**src/rtl/bce_pkg.sv**
```systemverilog
`timescale 1ns/1ps
package bce_pkg;

    localparam logic [7:0] OP_BIPUSH = 8'h10;
    localparam logic [7:0] OP_LDCW   = 8'h13;
    localparam logic [7:0] OP_ILOAD  = 8'h15;
    localparam logic [7:0] OP_POP    = 8'h57;
    localparam logic [7:0] OP_DUP    = 8'h59;
    localparam logic [7:0] OP_IADD   = 8'h60;
    localparam logic [7:0] OP_IINC   = 8'h84;
    localparam logic [7:0] OP_GOTO   = 8'hA7;
    localparam logic [7:0] OP_IRET   = 8'hAC;

    // decode phase of the byte currently on the code port
    typedef enum logic [2:0] {
        PH_OPC  = 3'd0,
        PH_ARG1 = 3'd1,
        PH_ARG2 = 3'd2,
        PH_DONE = 3'd3,
        PH_TRAP = 3'd4
    } phase_e;

    // operand stack command
    typedef enum logic [1:0] {
        SK_HOLD = 2'd0,
        SK_PUSH = 2'd1,
        SK_POP  = 2'd2,
        SK_FOLD = 2'd3
    } skop_e;

endpackage

```
**src/rtl/bce_opstack.sv**
```systemverilog
`timescale 1ns/1ps
module bce_opstack
    import bce_pkg::*;
#(
    parameter int W     = 32,
    parameter int DEPTH = 16,
    parameter int SCW   = $clog2(DEPTH + 1)
) (
    input  logic           clk,
    input  logic           rst_n,
    input  skop_e          op,
    input  logic [W-1:0]   din,
    output logic [W-1:0]   top,
    output logic [W-1:0]   below,
    output logic [SCW-1:0] count
);

    logic [DEPTH-1:0][W-1:0] ent_d, ent_q;
    logic [SCW-1:0]          cnt_d, cnt_q;

    // each lane picks from its upper neighbour (push) or lower neighbour (pop)
    for (genvar i = 0; i < DEPTH; i++) begin : g_lane
        logic [W-1:0] push_v;
        logic [W-1:0] pop_v;
        if (i == 0) begin : g_head
            assign push_v = din;
        end else begin : g_body
            assign push_v = ent_q[i-1];
        end
        if (i == DEPTH - 1) begin : g_tail
            assign pop_v = '0;
        end else begin : g_inner
            assign pop_v = ent_q[i+1];
        end
        assign ent_d[i] = (op == SK_PUSH) ? push_v :
                          (op == SK_POP)  ? pop_v  :
                          (op == SK_FOLD) ? ((i == 0) ? din : pop_v) :
                                            ent_q[i];
    end

    always_comb begin
        cnt_d = cnt_q;
        unique case (op)
            SK_PUSH:         cnt_d = cnt_q + SCW'(1);
            SK_POP, SK_FOLD: cnt_d = cnt_q - SCW'(1);
            default:         cnt_d = cnt_q;
        endcase
    end

    always_ff @(posedge clk or negedge rst_n) begin
        if (!rst_n) begin
            ent_q <= '0;
            cnt_q <= '0;
        end else begin
            ent_q <= ent_d;
            cnt_q <= cnt_d;
        end
    end

    assign top   = ent_q[0];
    assign below = ent_q[1];
    assign count = cnt_q;

endmodule

```
**src/rtl/bce_regfile.sv**
```systemverilog
`timescale 1ns/1ps
module bce_regfile #(
    parameter int W     = 32,
    parameter int DEPTH = 8,
    parameter int AW    = $clog2(DEPTH)
) (
    input  logic          clk,
    input  logic          rst_n,
    input  logic          we,
    input  logic [AW-1:0] waddr,
    input  logic [W-1:0]  wdata,
    input  logic [AW-1:0] raddr,
    output logic [W-1:0]  rdata
);

    logic [DEPTH-1:0][W-1:0] cells;

    for (genvar i = 0; i < DEPTH; i++) begin : g_cell
        logic [W-1:0] c_q;
        always_ff @(posedge clk or negedge rst_n) begin
            if (!rst_n) begin
                c_q <= '0;
            end else if (we && (waddr == AW'(i))) begin
                c_q <= wdata;
            end
        end
        assign cells[i] = c_q;
    end

    assign rdata = cells[raddr];

endmodule

```
**src/rtl/bce_engine.sv**
```systemverilog
`timescale 1ns/1ps
module bce_engine
    import bce_pkg::*;
#(
    parameter int W          = 32,
    parameter int PCW        = 16,
    parameter int STK_DEPTH  = 16,
    parameter int LOC_DEPTH  = 8,
    parameter int POOL_DEPTH = 8
) (
    input  logic           clk,
    input  logic           rst_n,
    input  logic           go,
    input  logic           ld_we,
    input  logic           ld_pool,
    input  logic [7:0]     ld_addr,
    input  logic [W-1:0]   ld_data,
    input  logic [7:0]     code_byte,
    output logic [PCW-1:0] pc,
    output logic [W-1:0]   tos,
    output logic           halted,
    output logic           fault,
    output logic [W-1:0]   ret_val
);

    localparam int SCW = $clog2(STK_DEPTH + 1);
    localparam int LAW = $clog2(LOC_DEPTH);
    localparam int PAW = $clog2(POOL_DEPTH);

    typedef struct packed {
        phase_e         ph;
        logic [PCW-1:0] pc;
        logic [PCW-1:0] op_pc;
        logic [7:0]     op;
        logic [7:0]     a1;
        logic [W-1:0]   ret;
    } core_t;

    core_t core_d, core_q;

    function automatic logic [W-1:0] sx8(input logic [7:0] b);
        return {{(W-8){b[7]}}, b};
    endfunction

    // stack interface
    skop_e          sk_op;
    logic [W-1:0]   sk_din;
    logic [W-1:0]   s_top, s_below;
    logic [SCW-1:0] stk_cnt;
    logic           stk_full, stk_empty, stk_two;

    // local and pool interfaces
    logic [7:0]     loc_idx;
    logic [15:0]    pool_idx;
    logic           loc_ok, pool_ok;
    logic [W-1:0]   loc_rd, pool_rd;
    logic           eng_we;
    logic [W-1:0]   eng_wd;
    logic           ld_loc_ok, ld_pool_ok;
    logic           loc_we;
    logic [LAW-1:0] loc_wa;
    logic [W-1:0]   loc_wd;
    logic [31:0]    jmp_ofs;

    assign stk_full  = (stk_cnt == SCW'(STK_DEPTH));
    assign stk_empty = (stk_cnt == '0);
    assign stk_two   = (stk_cnt >= SCW'(2));

    assign loc_idx  = (core_q.ph == PH_ARG1) ? code_byte : core_q.a1;
    assign pool_idx = {core_q.a1, code_byte};
    assign loc_ok   = (int'(loc_idx) < LOC_DEPTH);
    assign pool_ok  = (int'(pool_idx) < POOL_DEPTH);
    assign jmp_ofs  = {{16{core_q.a1[7]}}, core_q.a1, code_byte};

    always_comb begin
        core_d = core_q;
        sk_op  = SK_HOLD;
        sk_din = '0;
        eng_we = 1'b0;
        eng_wd = '0;
        if (go) begin
            unique case (core_q.ph)
                PH_OPC: begin
                    core_d.op    = code_byte;
                    core_d.op_pc = core_q.pc;
                    unique case (code_byte)
                        OP_BIPUSH, OP_LDCW, OP_ILOAD, OP_IINC, OP_GOTO: begin
                            core_d.pc = core_q.pc + PCW'(1);
                            core_d.ph = PH_ARG1;
                        end
                        OP_DUP: begin
                            if (stk_full) begin
                                core_d.ph = PH_TRAP;
                            end else begin
                                sk_op     = SK_PUSH;
                                sk_din    = s_top;
                                core_d.pc = core_q.pc + PCW'(1);
                            end
                        end
                        OP_POP: begin
                            if (stk_empty) begin
                                core_d.ph = PH_TRAP;
                            end else begin
                                sk_op     = SK_POP;
                                core_d.pc = core_q.pc + PCW'(1);
                            end
                        end
                        OP_IADD: begin
                            if (!stk_two) begin
                                core_d.ph = PH_TRAP;
                            end else begin
                                sk_op     = SK_FOLD;
                                sk_din    = s_top + s_below;
                                core_d.pc = core_q.pc + PCW'(1);
                            end
                        end
                        OP_IRET: begin
                            if (stk_empty) begin
                                core_d.ph = PH_TRAP;
                            end else begin
                                core_d.ret = s_top;
                                core_d.ph  = PH_DONE;
                            end
                        end
                        default: core_d.ph = PH_TRAP;
                    endcase
                end
                PH_ARG1: begin
                    core_d.a1 = code_byte;
                    unique case (core_q.op)
                        OP_BIPUSH: begin
                            if (stk_full) begin
                                core_d.ph = PH_TRAP;
                            end else begin
                                sk_op     = SK_PUSH;
                                sk_din    = sx8(code_byte);
                                core_d.pc = core_q.pc + PCW'(1);
                                core_d.ph = PH_OPC;
                            end
                        end
                        OP_ILOAD: begin
                            if (stk_full || !loc_ok) begin
                                core_d.ph = PH_TRAP;
                            end else begin
                                sk_op     = SK_PUSH;
                                sk_din    = loc_rd;
                                core_d.pc = core_q.pc + PCW'(1);
                                core_d.ph = PH_OPC;
                            end
                        end
                        default: begin
                            core_d.pc = core_q.pc + PCW'(1);
                            core_d.ph = PH_ARG2;
                        end
                    endcase
                end
                PH_ARG2: begin
                    unique case (core_q.op)
                        OP_GOTO: begin
                            core_d.pc = core_q.op_pc + jmp_ofs[PCW-1:0];
                            core_d.ph = PH_OPC;
                        end
                        OP_IINC: begin
                            if (!loc_ok) begin
                                core_d.ph = PH_TRAP;
                            end else begin
                                eng_we    = 1'b1;
                                eng_wd    = loc_rd + sx8(code_byte);
                                core_d.pc = core_q.pc + PCW'(1);
                                core_d.ph = PH_OPC;
                            end
                        end
                        OP_LDCW: begin
                            if (stk_full || !pool_ok) begin
                                core_d.ph = PH_TRAP;
                            end else begin
                                sk_op     = SK_PUSH;
                                sk_din    = pool_rd;
                                core_d.pc = core_q.pc + PCW'(1);
                                core_d.ph = PH_OPC;
                            end
                        end
                        default: core_d.ph = PH_TRAP;
                    endcase
                end
                default: core_d = core_q;
            endcase
        end
    end

    always_ff @(posedge clk or negedge rst_n) begin
        if (!rst_n) begin
            core_q <= '0;
        end else begin
            core_q <= core_d;
        end
    end

    // load port only acts while the engine is parked
    assign ld_loc_ok  = ld_we && !go && !ld_pool && (int'(ld_addr) < LOC_DEPTH);
    assign ld_pool_ok = ld_we && !go &&  ld_pool && (int'(ld_addr) < POOL_DEPTH);
    assign loc_we     = eng_we || ld_loc_ok;
    assign loc_wa     = eng_we ? loc_idx[LAW-1:0] : ld_addr[LAW-1:0];
    assign loc_wd     = eng_we ? eng_wd : ld_data;

    bce_opstack #(.W(W), .DEPTH(STK_DEPTH), .SCW(SCW)) u_stack (
        .clk   (clk),
        .rst_n (rst_n),
        .op    (sk_op),
        .din   (sk_din),
        .top   (s_top),
        .below (s_below),
        .count (stk_cnt)
    );

    bce_regfile #(.W(W), .DEPTH(LOC_DEPTH), .AW(LAW)) u_locals (
        .clk   (clk),
        .rst_n (rst_n),
        .we    (loc_we),
        .waddr (loc_wa),
        .wdata (loc_wd),
        .raddr (loc_idx[LAW-1:0]),
        .rdata (loc_rd)
    );

    bce_regfile #(.W(W), .DEPTH(POOL_DEPTH), .AW(PAW)) u_pool (
        .clk   (clk),
        .rst_n (rst_n),
        .we    (ld_pool_ok),
        .waddr (ld_addr[PAW-1:0]),
        .wdata (ld_data),
        .raddr (pool_idx[PAW-1:0]),
        .rdata (pool_rd)
    );

    assign pc      = core_q.pc;
    assign tos     = s_top;
    assign halted  = (core_q.ph == PH_DONE);
    assign fault   = (core_q.ph == PH_TRAP);
    assign ret_val = core_q.ret;

endmodule

```
**config.mk**
```make
export PLATFORM = sky130hd
export DESIGN_NAME = bce_engine
export DESIGN_NICKNAME = d
export VERILOG_FILES = /design/src/rtl/bce_pkg.sv /design/src/rtl/bce_opstack.sv /design/src/rtl/bce_regfile.sv /design/src/rtl/bce_engine.sv
export SDC_FILE = /design/constraint.sdc
export NUM_CORES = 2
export LEC_CHECK = 0
export ABC_CLOCK_PERIOD_IN_PS = 4600
export BUFFER_PORTS_ARGS = -buffer_cell sky130_fd_sc_hd__buf_2
export CORE_MARGIN = 4
export CORE_UTILIZATION = 25
export CTS_BUF_LIST = sky130_fd_sc_hd__clkbuf_16
export DETAILED_ROUTE_END_ITERATION = 10
export HOLD_SLACK_MARGIN = 0.12
export PLACE_DENSITY = 0.41
export SLEW_MARGIN = 20
export SYNTH_ARGS = -nofsm -noshare
export SYNTH_HDL_FRONTEND = slang
export SYNTH_HIERARCHICAL = 1
export SYNTH_SLANG_ARGS = --single-unit
```
**constraint.sdc**
```tcl
create_clock -name clk -period 4.6 [get_ports clk]
set_input_delay 0.69 -clock clk [delete_from_list [all_inputs] [get_ports clk]]
set_output_delay 0.69 -clock clk [all_outputs]
set_load 0.01 [all_outputs]
```
==> metrics.md <==
| Metric | Value |
|---|---|
| Cell variety after synth | 82 |
| Setup violators final | 0 |
| WS Path Type | register to register |
| Worst-path clk slew | 60 ps |
| Post-DP HPWL | 102000 um |
| Leak | 29.6 nW |
| GRT Total Usage | 13.0% |
| Vias in the first global route | 38649 |
| Initial antenna violation count | 24 |
| Die width | 484 um |
| Reg power frac | 43.1% |
| First-pass GRT wire length | 241000 um |
| Top cells by area, synth | dfrtp_1 49%, mux2_2 12%, mux2i_1 9.2% |
| Mean Syn Cell Area | 11.9 um^2 |
| P_sw | 0.00637 W |
| Warnings from Yosys | 6 |
| Yosys top cell area share | 49.1% |
| Nets | 5083 |
| Grt ovf | 0 |
| Design Power | 0.0236 W |
| Layout cell share with drive strength beyond 1 | 27.6% |
| DRT Pass-1 Iters | 5 |
| Skew-Pair Late Insertion Delay | 810 ps |
| Avg WL per Cell | 19.1 um |
| CP max FO | 8 |
| Final Slew Violations | 0 |
| IO buf count | 134 |
| Num rows | 174 |
| Worst-Margin Slew | 996 ps |
| Synthesis-to-layout area growth | 18.1% |
| Final Util | 29.7% |
| Worst hold path class | primary input to register |
| Number of max-cap violations | 0 |
| EDFF count, synth | 0 |
| Period utilisation layout | 99.9% |
| VDD IR-drop max | 0.000270 V |
| DR vias/cell | 4.68 |
| Seq/Total Area, Yosys | 49.1% |
| Fillers | 23181 |
| Die Ht | 484 um |
| CTS tree | yes |
| Die ar. | 0.234 mm^2 |
| RD Place Congestion | 0.817 |
| Setup Total Neg Slack | 0 ps |
| Net Sw Frac | 27.0% |
| CTS root buf | clkbuf_16 |
| Clk buf depth | 3 |
| Power Density | 353 mW/mm^2 |
| Clock Power Share | 43.8% |
| Placeable Area | 0.225 mm^2 |
| Total Wirelength | 154000 um |
| Cts bufs inserted | 140 |
| Max-slew headroom | 33.1% |
| Post-Route Skew | 47.1 ps |
| Post-DRT Antenna Nets | 0 |
| Max Fclk | 0.218 GHz |
| Top post-synthesis cells by count | 1112 x dfrtp_1, 622 x mux2_2, 602 x nand2_1 |
| Worst reg2reg setup slack | 5 ps |
| #FFs+latches synth | 1112 |
| FFs w/ async S/R, synth | 100% |
| Synthesized area | 0.0567 mm^2 |
| Routed via count | 37671 |
| Pin count of the biggest net entering global routing | 174 |
| # IOs | 135 |
| Top_reg_cell synth | dfrtp_1 |
| Startpoint types | register |
| Status | completed |
| RSZ-0062 raised after global routing | yes |
| Gate power share | 13.1% |
| Starting Density | 25.2% |
| Mapped Cells | 4752 |
| Dominant cell type by area after synthesis | dfrtp_1 |
| Clk sinks | 1112 |
| Syn nets | 4891 |
| H-Tree Depth | 4 |
| Internal Power | 0.0173 W |
| Final hold violation count | 0 |
| Initial DRC count | 2387 |
| Worst EP required | 5270 ps |
| Tmin final | 4600 ps |
| CP endpoint kind | register |
| Count leader, synth | dfrtp_1 |
| Critical path data arrival time | 5260 ps |
| DRC errors left | 0 |
[cell usage in the layout (no fill, tap or decap), types with 15 or more instances in the layout]
master / Yosys / layout
dfrtp_1: 1112 / 1112
mux4_1: 80 / 67
mux2_4: 1 / 50
mux2i_1: 519 / 517
xor2_1: 32 / 30
buf_2: 74 / 132
clkinv_1: 0 / 36
nor2_1: 107 / 102
clkbuf_16: 0 / 141
mux4_2: 48 / 61
ha_4: 0 / 15
mux2_2: 622 / 575
ha_1: 82 / 64
a221oi_1: 23 / 22
nand2b_1: 18 / 18
inv_1: 30 / 66
a22o_1: 35 / 35
mux2_1: 18 / 16
o21ai_0: 519 / 501
nand2_1: 602 / 600
xnor2_1: 37 / 35
o21ai_1: 55 / 58
a21o_1: 33 / 33
buf_12: 0 / 52
a21oi_1: 111 / 97
nand3_1: 30 / 27
and3_1: 17 / 16
nor3_1: 17 / 16
buf_4: 92 / 232
[logic make-up (layout without fill, tap and decap cells)]
group                    after synthesis  after routing  synth area share, %
buffers and inverters                409            705                 4.28
AO/OA/AOI/OAI                        903            903                 9.21
AND/OR/NAND/NOR                      884            884                 6.80
XOR/XNOR                              70             70                 1.11
adder cells (fa/ha/maj)               86             86                 1.95
flip-flops                          1112           1112                 49.1
other                                  0             10                    0
multiplexers                        1288           1288                 27.5
[per-layer routing]
layer,share of wire (%),global-route usage [%],up-vias
met4,2.6,3.99,12
li1,-,-,17602
met3,3.2,2.08,202
met2,45,20.1,530
met5,0.045,0,-
met1,49,18.6,19325
[worst max-delay path, stage by stage (launching register included)]
cell and delay (ps):
dfrtp_1 400, nor2_4 150, nand2_4 80, mux2i_4 210, clkinv_4 150, buf_12 170, mux4_2 410, mux2_4 310
fa_2 410, a211oi_2 190, o21bai_1 140, or2_4 270, a211oi_2 180, buf_4 160, o31ai_4 70, a311o_1 280
a31oi_1 190, xnor2_1 80, mux2_4 320, mux2_4 280
[metrics by stage]
step | instance area [um^2] | worst slack (ps) | hold slack [ps] | instances
after floorplan | 56800 | -215 | 394 | 4752
after global placement | 61600 | -627 | 460 | 7769
after detailed placement | 61600 | -641 | 468 | 7769
after CTS | 66400 | -3.11 | 170 | 8025
after global routing | 66900 | -168 | 212 | 8041
final | 66900 | 4.66 | 258 | 8050
[timing repair]
| action | 4_1_cts | 5_1_grt |
|---|---|---|
| resized for setup | 79 | 100 |
| buffers inserted | 8 | 18 |
| hold endpoints to repair | 50 | 0 |
| endpoints found under the setup margin | 136 | 174 |
| pin swaps | 29 | 43 |
| cloned | 1 | 0 |
| hold buffers | 1 | 0 |
[state kept, by name (all words and copies together) (netlist names)]
signal and cells:
core_q 35, u_stack/g_lane.pop_v 384, pc 16, u_stack/top 32, u_stack/g_lane.push_v 64, u_stack/below 32, u_locals/g_cell.c_q 256, u_pool/g_cell.c_q 256
u_stack/count 5, ret_val 32
[power by group through the flow]
stage	sequential [W]	clock (W)	combinational [W]
5_1_grt	0.0102	0.0112	0.00337
4_1_cts	0.0102	0.0108	0.00306
6_report	0.0102	0.0103	0.00311
3_3_place_gp	0.0104	0	0.00279
2_1_floorplan	0.0103	0	0.00166
3_5_place_dp	0.0104	0	0.00281
[final cells by class]
class,count,area [um^2],area share (%)
tap,2992,3740,5.59
antenna,10,25.0,0.0374
multi-input combinational,3231,27200,40.7
sequential,1112,27800,41.6
clock inverter,105,825,1.23
inverter,30,123,0.183
timing repair buffer,429,3600,5.38
clock buffer,141,3530,5.27
[worst paths after layout]
| kind | cells past startpoint | from | end |
|---|---|---|---|
| setup / recovery | 19 | core_q[82] | u_locals/g_cell[6].c_q[30] |
| hold / removal | 2 | ld_data[17] | u_pool/g_cell[5].c_q[17] |
| setup reg to reg | 19 | core_q[82] | u_locals/g_cell[6].c_q[30] |
| hold reg to reg | 2 | u_stack/g_lane[14].pop_v[22] | u_stack/g_lane[13].pop_v[22] |
| max in group asynchronous | 3 | rst_n | ret_val[3] |
| min in group asynchronous | 2 | rst_n | u_stack/g_lane[7].pop_v[20] |
No activity file was read; power rests on OpenSTA's default activity.
